$ cat config.mk
export PLATFORM = sky130hd
export DESIGN_NAME = shift_toggle_scorer
export DESIGN_NICKNAME = d
export VERILOG_FILES = /design/src/rtl/wts_pkg.sv /design/src/rtl/wts_weights.sv /design/src/rtl/wts_walker.sv /design/src/rtl/wts_accum.sv /design/src/rtl/shift_toggle_scorer.sv
export SDC_FILE = /design/constraint.sdc
export NUM_CORES = 1
export LEC_CHECK = 0
export CAP_MARGIN = 20
export CORE_UTILIZATION = 63
export CTS_CLUSTER_SIZE = 8
export DETAILED_ROUTE_END_ITERATION = 10
export MAX_ROUTING_LAYER = met4
export PLACE_DENSITY = 0.85
export SKIP_LAST_GASP = 1
export SYNTH_ARGS = -nofsm -noshare
export SYNTH_HDL_FRONTEND = slang
export SYNTH_HIERARCHICAL = 1
export SYNTH_SLANG_ARGS = --single-unit
$ cat constraint.sdc
create_clock -name clk -period 17.4 [get_ports clk]
set_input_delay 2.61 -clock clk [delete_from_list [all_inputs] [get_ports clk]]
set_output_delay 2.61 -clock clk [all_outputs]
set_load 0.02 [all_outputs]
$ cat src/rtl/wts_pkg.sv
package wts_pkg;

    // Walker phase: waiting for a first beat, or inside a pattern.
    typedef enum logic {
        WALK_IDLE = 1'b0,
        WALK_BUSY = 1'b1
    } walk_e;

endpackage

$ cat src/rtl/wts_weights.sv
// Position weights for the neighbour pair (k, k+1) of a chain of length s.
module wts_weights #(
    parameter int LW = 4,
    parameter int PW = 7
) (
    input  logic [LW-1:0] pos,
    input  logic [LW-1:0] len,
    output logic [PW-1:0] w_load,
    output logic [PW-1:0] w_unload
);

    logic [LW-1:0] dist_to_in;

    always_comb begin
        dist_to_in = len - pos;
        w_load     = PW'(pos);
        w_unload   = PW'(dist_to_in);
    end

endmodule

$ cat src/rtl/wts_walker.sv
// Walks one pattern cell by cell and produces its two weighted scores.
module wts_walker
    import wts_pkg::*;
#(
    parameter int LW = 4,
    parameter int PW = 7
) (
    input  logic          clk,
    input  logic          rst,
    input  logic          beat,
    input  logic          sop,
    input  logic          eop,
    input  logic          stim,
    input  logic          resp,
    input  logic [LW-1:0] cfg_len,
    input  logic          seam_en,
    input  logic          fresh,
    output logic          done,
    output logic          err,
    output logic [PW-1:0] sc_in,
    output logic [PW-1:0] sc_out
);

    typedef struct packed {
        walk_e         st;
        logic [LW-1:0] idx;
        logic [LW-1:0] len;
        logic          over;
        logic          last_stim;
        logic          last_resp;
        logic          first_resp;
        logic          ref_resp;
        logic [PW-1:0] acc_in;
        logic [PW-1:0] acc_out;
    } walk_t;

    walk_t         walk_q, walk_d;
    logic [PW-1:0] w_load, w_unload;
    logic          seam_hit;

    wts_weights #(.LW(LW), .PW(PW)) u_wt (
        .pos      (walk_q.idx),
        .len      (walk_q.len),
        .w_load   (w_load),
        .w_unload (w_unload)
    );

    always_comb begin
        walk_d   = walk_q;
        done     = 1'b0;
        err      = 1'b0;
        sc_in    = '0;
        sc_out   = '0;
        seam_hit = 1'b0;
        if (beat) begin
            if (sop) begin
                walk_d.st         = WALK_BUSY;
                walk_d.idx        = LW'(1);
                walk_d.len        = cfg_len;
                walk_d.over       = 1'b0;
                walk_d.last_stim  = stim;
                walk_d.last_resp  = resp;
                walk_d.first_resp = resp;
                walk_d.acc_in     = '0;
                walk_d.acc_out    = '0;
                if (fresh) begin
                    walk_d.ref_resp = 1'b0;
                end
            end else if (walk_q.st == WALK_BUSY) begin
                if (walk_q.idx >= walk_q.len) begin
                    walk_d.over = 1'b1;
                end else begin
                    walk_d.idx = walk_q.idx + LW'(1);
                end
                if (stim != walk_q.last_stim) begin
                    walk_d.acc_in = walk_q.acc_in + w_load;
                end
                if (resp != walk_q.last_resp) begin
                    walk_d.acc_out = walk_q.acc_out + w_unload;
                end
                walk_d.last_stim = stim;
                walk_d.last_resp = resp;
            end
            if (eop && (sop || walk_q.st == WALK_BUSY)) begin
                done      = 1'b1;
                walk_d.st = WALK_IDLE;
                err       = walk_d.over || (walk_d.idx != walk_d.len);
                seam_hit  = seam_en && (stim != walk_d.ref_resp);
                sc_in     = walk_d.acc_in + PW'(seam_hit);
                sc_out    = walk_d.acc_out;
                if (!err) begin
                    walk_d.ref_resp = walk_d.first_resp;
                end
            end
        end
    end

    always_ff @(posedge clk) begin
        if (rst) begin
            walk_q <= '0;
        end else begin
            walk_q <= walk_d;
        end
    end

endmodule

$ cat src/rtl/wts_accum.sv
// Registers per-pattern results and keeps saturating set totals and peak.
module wts_accum #(
    parameter int PW = 7,
    parameter int TW = 8,
    localparam int SW = PW + 1
) (
    input  logic          clk,
    input  logic          rst,
    input  logic          open_beat,
    input  logic          done,
    input  logic          err,
    input  logic          eos,
    input  logic [PW-1:0] sc_in,
    input  logic [PW-1:0] sc_out,
    output logic          res_valid,
    output logic [PW-1:0] res_in,
    output logic [PW-1:0] res_out,
    output logic          res_err,
    output logic          set_done,
    output logic [TW-1:0] tot_in,
    output logic [TW-1:0] tot_out,
    output logic [TW-1:0] tot_sum,
    output logic [SW-1:0] peak,
    output logic          len_err,
    output logic          sat_flag,
    output logic          fresh
);

    typedef struct packed {
        logic          res_valid;
        logic [PW-1:0] res_in;
        logic [PW-1:0] res_out;
        logic          res_err;
        logic          set_done;
        logic [TW-1:0] tot_in;
        logic [TW-1:0] tot_out;
        logic [TW-1:0] tot_sum;
        logic [SW-1:0] peak;
        logic          len_err;
        logic          sat;
        logic          fresh;
    } acc_t;

    acc_t          acc_q, acc_d;
    logic [SW-1:0] pat_sum;
    logic [TW:0]   r_in, r_out, r_sum;

    // Upper bit flags a clamp, lower bits carry the clamped sum.
    function automatic logic [TW:0] sat_add(input logic [TW-1:0] a, input logic [TW-1:0] b);
        logic [TW:0] s;
        s = {1'b0, a} + {1'b0, b};
        if (s[TW]) begin
            return {1'b1, {TW{1'b1}}};
        end
        return s;
    endfunction

    always_comb begin
        acc_d           = acc_q;
        acc_d.res_valid = 1'b0;
        acc_d.set_done  = 1'b0;
        if (open_beat && acc_q.fresh) begin
            acc_d.fresh   = 1'b0;
            acc_d.tot_in  = '0;
            acc_d.tot_out = '0;
            acc_d.tot_sum = '0;
            acc_d.peak    = '0;
        end
        pat_sum = SW'(sc_in) + SW'(sc_out);
        r_in    = sat_add(acc_d.tot_in, TW'(sc_in));
        r_out   = sat_add(acc_d.tot_out, TW'(sc_out));
        r_sum   = sat_add(acc_d.tot_sum, TW'(pat_sum));
        if (done) begin
            acc_d.res_valid = 1'b1;
            acc_d.res_in    = sc_in;
            acc_d.res_out   = sc_out;
            acc_d.res_err   = err;
            acc_d.set_done  = eos;
            if (err) begin
                acc_d.len_err = 1'b1;
            end else begin
                acc_d.tot_in  = r_in[TW-1:0];
                acc_d.tot_out = r_out[TW-1:0];
                acc_d.tot_sum = r_sum[TW-1:0];
                if (r_in[TW] || r_out[TW] || r_sum[TW]) begin
                    acc_d.sat = 1'b1;
                end
                if (pat_sum > acc_d.peak) begin
                    acc_d.peak = pat_sum;
                end
            end
            if (eos) begin
                acc_d.fresh = 1'b1;
            end
        end
    end

    always_ff @(posedge clk) begin
        if (rst) begin
            acc_q <= '0;
        end else begin
            acc_q <= acc_d;
        end
    end

    assign res_valid = acc_q.res_valid;
    assign res_in    = acc_q.res_in;
    assign res_out   = acc_q.res_out;
    assign res_err   = acc_q.res_err;
    assign set_done  = acc_q.set_done;
    assign tot_in    = acc_q.tot_in;
    assign tot_out   = acc_q.tot_out;
    assign tot_sum   = acc_q.tot_sum;
    assign peak      = acc_q.peak;
    assign len_err   = acc_q.len_err;
    assign sat_flag  = acc_q.sat;
    assign fresh     = acc_q.fresh;

endmodule

$ cat src/rtl/shift_toggle_scorer.sv
// Streaming scorer of position-weighted scan load and unload toggles.
module shift_toggle_scorer #(
    parameter int MAX_LEN  = 64,
    parameter int MAX_PATS = 1024,
    parameter int TOT_W    = $clog2(MAX_PATS * MAX_LEN * MAX_LEN + 1),
    localparam int LW      = $clog2(MAX_LEN + 1),
    localparam int PW      = $clog2(MAX_LEN * MAX_LEN + 1),
    localparam int SW      = PW + 1
) (
    input  logic             clk,
    input  logic             rst,
    input  logic [LW-1:0]    cfg_len,
    input  logic             seam_en,
    input  logic             in_valid,
    output logic             in_ready,
    input  logic             in_sop,
    input  logic             in_eop,
    input  logic             in_eos,
    input  logic             in_stim,
    input  logic             in_resp,
    output logic             res_valid,
    output logic [PW-1:0]    res_in,
    output logic [PW-1:0]    res_out,
    output logic             res_err,
    output logic             set_done,
    output logic [TOT_W-1:0] tot_in,
    output logic [TOT_W-1:0] tot_out,
    output logic [TOT_W-1:0] tot_sum,
    output logic [SW-1:0]    peak,
    output logic             len_err,
    output logic             sat_flag
);

    logic          beat;
    logic          fresh;
    logic          done;
    logic          err;
    logic [PW-1:0] sc_in, sc_out;

    assign in_ready = ~rst;
    assign beat     = in_valid & in_ready;

    wts_walker #(.LW(LW), .PW(PW)) u_walk (
        .clk     (clk),
        .rst     (rst),
        .beat    (beat),
        .sop     (in_sop),
        .eop     (in_eop),
        .stim    (in_stim),
        .resp    (in_resp),
        .cfg_len (cfg_len),
        .seam_en (seam_en),
        .fresh   (fresh),
        .done    (done),
        .err     (err),
        .sc_in   (sc_in),
        .sc_out  (sc_out)
    );

    wts_accum #(.PW(PW), .TW(TOT_W)) u_acc (
        .clk       (clk),
        .rst       (rst),
        .open_beat (beat & in_sop),
        .done      (done),
        .err       (err),
        .eos       (in_eos),
        .sc_in     (sc_in),
        .sc_out    (sc_out),
        .res_valid (res_valid),
        .res_in    (res_in),
        .res_out   (res_out),
        .res_err   (res_err),
        .set_done  (set_done),
        .tot_in    (tot_in),
        .tot_out   (tot_out),
        .tot_sum   (tot_sum),
        .peak      (peak),
        .len_err   (len_err),
        .sat_flag  (sat_flag),
        .fresh     (fresh)
    );

endmodule

==> results by group, run 1 <==
Status
  – Status: complete, no violations

Power and ir drop
  – Pwr/cell area: 58.9 nW/µm²
  – VDD IR max: ~0.062 mV
  – Final Power: 0.830 mW
  – Leak Pwr: 5.50 nW

Yosys
  – Dominant cell type by area after synthesis: dfxtp_1
  – Mapped Cells: 1558
  – EDFF count, synth: 0
  – Synth Register Bits: 161
  – Avg Inst Size Synth: 7.85 µm²
  – Top-area cell type share of the netlist area: 26.4%
  – Ys async rst share: 0%
  – Yosys warns: 6
  – Synth area leaders: dfxtp_1 26%, ha_1 11%, nor2_1 6.7%
  – Netlist Area Pre-Place: 12200 µm²
  – Ys flop type: dfxtp_1
  – Seq/Total Area, Yosys: a little over a quarter
  – Netlist cell types: 91

Clock network
  – CTS Buf Count: 17
  – H-tree levels: 4
  – Clk buf depth: 2
  – Postcts setup bufs: 0
  – Clock transition at path regs: 70 ps
  – Root cell of the clock tree: clkbuf_16
  – Worst skew pair latency: 440 ps
  – Post-cts sizing count: 0
  – Clock sink count: 161
  – Hold buffers post-CTS: 0
  – CTS tree: done

Worst setup path
  – Setup crit end kind: flip-flop
  – CP max FO: 21
  – CP peak stage delay: 590 ps
  – Crit Path Class: input pin to flip-flop
  – Critical-path top delay cell: nor2_1
  – Critical path, cell by cell: clkdlybuf4s50_1 -> nor2b_1 -> buf_4 -> inv_2 -> nor2_1 -> nand2_1 -> a211oi_1 -> ha_1 -> o21ai_0 -> o21bai_1 -> a21oi_1 -> o21bai_1 -> a21oi_1 -> xnor2_1 -> ha_1 -> or4_1 -> nor2_1 -> a211o_1 -> a21oi_1 -> o32ai_1 -> a21o_1 -> o22ai_2 -> or4_1 -> and3_1
  – R2R Setup Slk: 10200 ps
  – Critical Path AT: 9370 ps
  – CP startpoint kind: input pin
  – CP most frequent cell: a21oi_1
  – Worst Path Required: 17740 ps

Placement
  – Final Wtd Congestion: 0.902
  – IO Port Bufs: between 100 and 150
  – DP HPWL: between 20000 and 30000 µm

Global route
  – GR Util All Layers: 35.4%
  – Initial antenna violation count: 0
  – Vias in the first global route: around 11000
  – GRT overflow: 0
  – Global-route wire length before repair: between 50000 and 60000 µm
  – Largest net degree at the start of global routing: 82

STA
  – Tightest Pin Transition: 1040 ps
  – Worst Clk Skew: 9.65 ps
  – Crit path time final: 9030 ps
  – RSZ-0062 raised after global routing: no
  – Final period util: 51.9%
  – Worst relative slew slack: 29.9%
  – Max-slew violation count: 0
  – Max Fclk: 111 MHz
  – Final setup vio count: 0
  – Final hold violation count: 0
  – Setup tns final: 0 ps

Route
  – Routed vias: between 10000 and 15000
  – DR DRC count: 0
  – DR iter-0 viols: 1109
  – Final WL: between 30000 and 40000 µm
  – DR WL/cell: 18.1 µm
  – Pre-antenna DRT Iters: 6
  – Vias per cell: approximately 6.3
  – Final ANT Viol Nets: 0

Finish
  – Filler cells: 1431
  – Footprint of the multi-input gates: roughly 8400 µm²
  – Share of layout cells above drive strength 1: 4.85%
  – Nets: around 1800
  – Sequential Area: 3220 µm²
  – Ant. Diodes: 0
  – P&R area growth vs syn: 15.2%

Die
  – I/O pins: 131
  – Die X: 141 µm
  – Std cell rows: 50
  – Core area: 18800 µm²
  – Starting Density: 64.9%
  – Die Y-Extent: 141 µm
  – Die area: 20000 µm²

Job
  – Max Cap Viol: 0

Min path
  – Worst min-delay path category: flip-flop to flip-flop
-- metrics by stage --
| step | utilization (%) | instance area, µm² | setup slack [ps] | std cells | hold slack [ps] |
|---|---|---|---|---|---|
| after global routing | 74.8 | 14100 | 7950 | 1908 | 482 |
| final | 74.8 | 14100 | 8370 | 1908 | 457 |
| after CTS | 74.8 | 14100 | 8560 | 1908 | 458 |
| after detailed placement | 71.8 | 13500 | 8210 | 1876 | 449 |
| after floorplan | - | 12300 | 9290 | 1569 | 435 |
| after global placement | 71.8 | 13500 | 8330 | 1876 | 446 |
-- state kept, by name, summed over array words and instances (netlist names) --
register,count
u_acc/res_valid,1
u_acc/tot_in,23
u_acc/sat_flag,1
u_acc/res_out,13
u_acc/tot_sum,23
u_acc/tot_out,23
u_acc/res_err,1
u_acc/res_in,13
u_acc/peak,14
u_walk/walk_q,46
u_acc/fresh,1
u_acc/set_done,1
u_acc/len_err,1
-- synth_stat cells, drive strengths merged, types with 8 or more instances --
master  instances
a311oi         29
a21oi          94
nor2          219
nand2b         17
nand2         132
nand4          13
nor3           48
inv            53
o21ai          94
and3           28
nand3          45
a211oi         25
and2           57
buf            30
a21o           17
o31ai          12
mux2i          48
xnor2          52
dfxtp         161
o211ai         14
xor2           47
a22oi          13
nor2b          13
nor4            8
clkbuf         60
o21a           15
o21bai          8
ha            104
-- routing by layer --
layer | track usage [%] | vias to the layer above | routed length (µm)
met5 | - | - | 0
met4 | 14.0 | 0 | 1080
met3 | 4.99 | 83 | 2960
met2 | 54.2 | 615 | 15200
met1 | 47.2 | 5619 | 15200
li1 | - | 5700 | -
-- cell families after synthesis --
family,share of synthesized area [%]
xor gates and xnor gates,7.71
and+or+nand+nor,24.0
other,0.0307
muxes,3.93
DFF,26.4
buffers and inverters,5.13
adders and majority gates,11.9
AOI/OAI and AO/OA,21.0
-- layout make-up --
| class | instances | share of cell area, % |
|---|---|---|
| Clock buffer | 18 | 3.12 |
| Clock inverter | 14 | 0.853 |
| Inverter | 54 | 1.44 |
| Multi-Input combinational cell | 1264 | 59.8 |
| Sequential cell | 161 | 22.9 |
| Tap cell | 260 | 2.31 |
| Timing Repair Buffer | 137 | 9.59 |
-- final timing paths --
kind	startpoint	end	cells after the start
setup / recovery	in_valid	u_acc/tot_sum[16]$_SDFF_PP0_	24
hold / removal	u_walk/walk_q[27]$_SDFFE_PP0P_	u_walk/walk_q[27]$_SDFFE_PP0P_	2
setup reg to reg	u_walk/walk_q[38]$_SDFFE_PP0P_	u_acc/tot_sum[16]$_SDFF_PP0_	29
hold reg to reg	u_walk/walk_q[27]$_SDFFE_PP0P_	u_walk/walk_q[27]$_SDFFE_PP0P_	2
-- report_power, final --
| group | leakage [nW] | total (mW) | switching (mW) | internal (mW) |
|---|---|---|---|---|
| logic | 3.93 | 0.0877 | 0.0535 | 0.0342 |
| registers | 1.30 | 0.378 | 0.00449 | 0.373 |
| clock network | 0.268 | 0.364 | 0.173 | 0.191 |
| total | 5.50 | 0.830 | 0.231 | 0.598 |
-- worst max-delay path: cells and delay by family --
| family | cells | cell delay (ps) |
|---|---|---|
| compound gates | 11 | 2490 |
| simple gates | 7 | 2450 |
| buf+inv | 3 | 1000 |
| fa+ha+maj | 2 | 660 |
| xor+xnor | 1 | 160 |
-- cell usage in the layout, fill, tap and decap left out, drive strengths merged, types with 8 or more instances in the layout --
master         netlist  layout
a211oi              25      25
mux2i               48      48
nand3               45      45
o21a                15      15
xor2                47      47
dfxtp              161     161
o31ai               12      12
and2                57      57
inv                 53      60
o211ai              14      14
a21o                17      17
nand2              132     132
nor4                 8       8
xnor2               52      52
nor2               219     219
nand4               13      13
nand2b              17      17
nor3                48      48
o21ai               94      94
conb                 1      12
clkbuf              60      18
and3                28      28
a311oi              29      29
a21oi               94      94
a22oi               13      13
o21bai               8       8
clkdlybuf4s50        0     129
nor2b               13      13
buf                 30       8
ha                 104     104
No activity file was read; power rests on OpenSTA's default activity.
==> run 2, diff against run 1 <==
--- a/config.mk
+++ b/config.mk
@@ -6,11 +6,11 @@
 export NUM_CORES = 1
 export LEC_CHECK = 0
 export CAP_MARGIN = 20
-export CORE_UTILIZATION = 63
+export CORE_UTILIZATION = 53
 export CTS_CLUSTER_SIZE = 8
 export DETAILED_ROUTE_END_ITERATION = 10
 export MAX_ROUTING_LAYER = met4
-export PLACE_DENSITY = 0.85
+export PLACE_DENSITY = 0.75
 export SKIP_LAST_GASP = 1
 export SYNTH_ARGS = -nofsm -noshare
 export SYNTH_HDL_FRONTEND = slang
==> constraint.sdc (replaced) <==
create_clock -name clk -period 7.3 [get_ports clk]
set_input_delay 1.095 -clock clk [delete_from_list [all_inputs] [get_ports clk]]
set_output_delay 1.095 -clock clk [all_outputs]
set_load 0.02 [all_outputs]
==> results by group, run 2 (synthesis gave the netlist of run 1 again) <==
Status
  – Status: complete, no violations (unchanged)

Die
  – Std cell rows: 55 (was 50)
  – Die area: 23700 µm² (was 20000 µm²)
  – Die X: 154 µm (was 141 µm)
  – Starting Density: 54.0% (was 64.9%)
  – Die Y-Extent: 154 µm (was 141 µm)
  – I/O pins: 131 (unchanged)
  – Core area: 22600 µm² (was 18800 µm²)

Finish
  – Most common cell after layout, fill and taps aside: nor2_1 (unchanged)
  – Nets: 1801 (was 1762)
  – Ant. Diodes: 0 (unchanged)
  – Share of layout cells above drive strength 1: 7.23% (was 4.85%)
  – P&R area growth vs syn: 18.6% (was 15.2%)
  – Filler cells: 1925 (was 1431)
  – Commonest cells after routing, fill and taps aside: 217 x nor2_1, 160 x dfxtp_1, 129 x clkdlybuf4s50_1, 129 x nand2_1, 104 x ha_1 (was 219 x nor2_1, 161 x dfxtp_1, 129 x clkdlybuf4s50_1, 129 x nand2_1, 104 x ha_1)
  – Max reg flops: 46 (unchanged)
  – Largest Register: u_walk/walk_q (unchanged)

Global route
  – Vias in the first global route: 10900 (was 10800)
  – GR Util All Layers: 30.3% (was 35.4%)
  – Largest net degree at the start of global routing: 81 (was 82)
  – GRT overflow: 0 (unchanged)
  – Initial antenna violation count: 0 (unchanged)
  – Global-route wire length before repair: 55900 µm (was 54700 µm)

Worst setup path
  – CP max FO: 8 (was 21)
  – Setup crit end kind: flip-flop (unchanged)
  – Worst Path Required: 7630 ps (was 17740 ps)
  – R2R Setup Slk: 430 ps (was 10200 ps)
  – Critical-path top delay cell: dfxtp_1 (was nor2_1)
  – CP most frequent cell: a21oi_1 (unchanged)
  – CP startpoint kind: flip-flop (was input pin)
  – Total number of cells along the worst setup path: 27 (was 24)
  – CP Capture Point: u_acc/tot_sum[16]$_SDFF_PP0_ (unchanged)
  – Worst path top cell family by delay: compound AO/OA/AOI/OAI gates (unchanged)
  – Critical Path Start: u_walk/walk_q[39]$_SDFFE_PP0P_ (was in_valid)
  – FF-to-FF path depth: 27 (was 29)
  – CP bufs+invs: 1 (was 3)
  – Crit Path Class: flip-flop to flip-flop (was input pin to flip-flop)
  – Worst r2r src: u_walk/walk_q[39]$_SDFFE_PP0P_ (was u_walk/walk_q[38]$_SDFFE_PP0P_)
  – Critical Path AT: 7200 ps (was 9370 ps)
  – CP peak stage delay: 540 ps (was 590 ps)
  – Reg2reg end: u_acc/tot_sum[16]$_SDFF_PP0_ (unchanged)

Clock network
  – Clock transition at path regs: 70 ps (about the same)
  – Clock sink count: 161 (unchanged)
  – CTS tree: done (unchanged)
  – CTS Buf Count: 17 (unchanged)
  – H-tree levels: 4 (unchanged)
  – Worst skew pair latency: 440 ps (about the same)
  – Hold buffers post-CTS: 0 (unchanged)
  – Clk buf depth: 2 (unchanged)
  – Root cell of the clock tree: clkbuf_16 (unchanged)

Placement
  – DP HPWL: 25800 µm (was 25000 µm)
  – Final Wtd Congestion: 0.940 (was 0.902)
  – IO Port Bufs: 130 (unchanged)
  – Setup Slack @ Placement: 105 ps (was 8210 ps)

STA
  – Max Fclk: 145 MHz
  – Worst Clk Skew: 9.22 ps (was 9.65 ps)
  – Final setup vio count: 0 (unchanged)
  – Max-slew violation count: 0 (unchanged)
  – Crit path time final: 6870 ps
  – Final period util: 94.2%
  – Setup tns final: 0 ps (unchanged)
  – Final hold violation count: 0 (unchanged)
  – Setup ws final: 427 ps (was 8370 ps)
  – Tightest Pin Transition: 1060 ps (was 1040 ps)
  – RSZ-0062 raised after global routing: no (unchanged)
  – Worst relative slew slack: 28.9% (was 29.9%)

Power and ir drop
  – VDD IR max: 0.133 mV (was 0.0618 mV)
  – Pwr/cell area: 145 nW/µm² (was 58.9 nW/µm²)
  – Leak Pwr: 5.74 nW (was 5.50 nW)

Min path
  – Worst min-delay path category: flip-flop to flip-flop (unchanged)
  – Worst Hold Depth: 2 (unchanged)

Route
  – DR iter-0 viols: 933 (was 1109)
  – Final ANT Viol Nets: 0 (unchanged)
  – Pre-antenna DRT Iters: 5 (was 6)
  – Vias per cell: 6.04 (was 6.30)
  – DR DRC count: 0 (unchanged)
  – Final WL: 34900 µm (was 34500 µm)
  – DR WL/cell: 17.7 µm (was 18.1 µm)
  – Routed vias: 11900 (was 12000)

Job
  – Max Cap Viol: 0 (unchanged)
[run 2: worst min-delay path, delay by kind of cell, from the launching register on]
family | cells | cell delay, ps
flip-flops | 1 | 320
AO/OA/AOI/OAI | 1 | 60
AND/OR/NAND/NOR | 1 | 60
[run 2: what timing repair did]
item,in CTS,in global routing
hold endpoints to repair,0,0
endpoints found under the setup margin,0,12
resized for setup,0,3
buffers inserted,0,4
[run 2: cell type report]
| type | count | area (µm²) | share of cell area, % |
|---|---|---|---|
| clock buffers | 17 | 425 | 2.93 |
| clock inverters | 15 | 214 | 1.48 |
| inverters | 54 | 203 | 1.40 |
| multi-input cells | 1264 | 8430 | 58.1 |
| flip-flops and latches | 161 | 3220 | 22.2 |
| well taps | 285 | 357 | 2.46 |
| repair buffers | 176 | 1640 | 11.3 |
[run 2: power breakdown]
group	internal [mW]	total [mW]	switching [mW]
combinational	0.0859	0.215	0.129
sequential	0.890	0.900	0.0107
clock	0.558	0.986	0.428
[run 2: per-layer routing]
metal  global-route usage [%]  up-vias  part of all wire (%)
met1                     39.7     5578                    45
met2                     46.4      477                    45
met4                     12.1        0                   3.5
met3                     5.16       83                   7.5
li1                         -     5780                     -
met5                        -        -                     0
[run 2: per-stage QoR]
| step | hold slack [ps] | area (µm²) | power (mW) | cells | utilization [%] |
|---|---|---|---|---|---|
| after global placement | 443 | 13800 | 1.13 | 1936 | 61.0 |
| after global routing | 506 | 14500 | 2.17 | 1972 | 64.0 |
| after CTS | 468 | 14500 | 2.11 | 1968 | 63.9 |
| after floorplan | 435 | 12300 | 1.07 | 1569 | - |
| final | 486 | 14500 | 2.10 | 1972 | 64.0 |
| after detailed placement | 459 | 13800 | 1.13 | 1936 | 61.0 |
[run 2: worst min-delay path by stage]
stage / slack (ps) / start / endpoint
global route: 510 / u_walk/walk_q[27]$_SDFFE_PP0P_ / u_walk/walk_q[27]$_SDFFE_PP0P_
floorplan: 440 / u_walk/walk_q[26]$_SDFFE_PP0P_ / u_walk/walk_q[26]$_SDFFE_PP0P_
finish: 490 / u_walk/walk_q[27]$_SDFFE_PP0P_ / u_walk/walk_q[27]$_SDFFE_PP0P_
CTS: 470 / u_walk/walk_q[27]$_SDFFE_PP0P_ / u_walk/walk_q[27]$_SDFFE_PP0P_
global placement: 440 / u_walk/walk_q[27]$_SDFFE_PP0P_ / u_walk/walk_q[27]$_SDFFE_PP0P_
detailed placement: 460 / u_walk/walk_q[27]$_SDFFE_PP0P_ / u_walk/walk_q[27]$_SDFFE_PP0P_
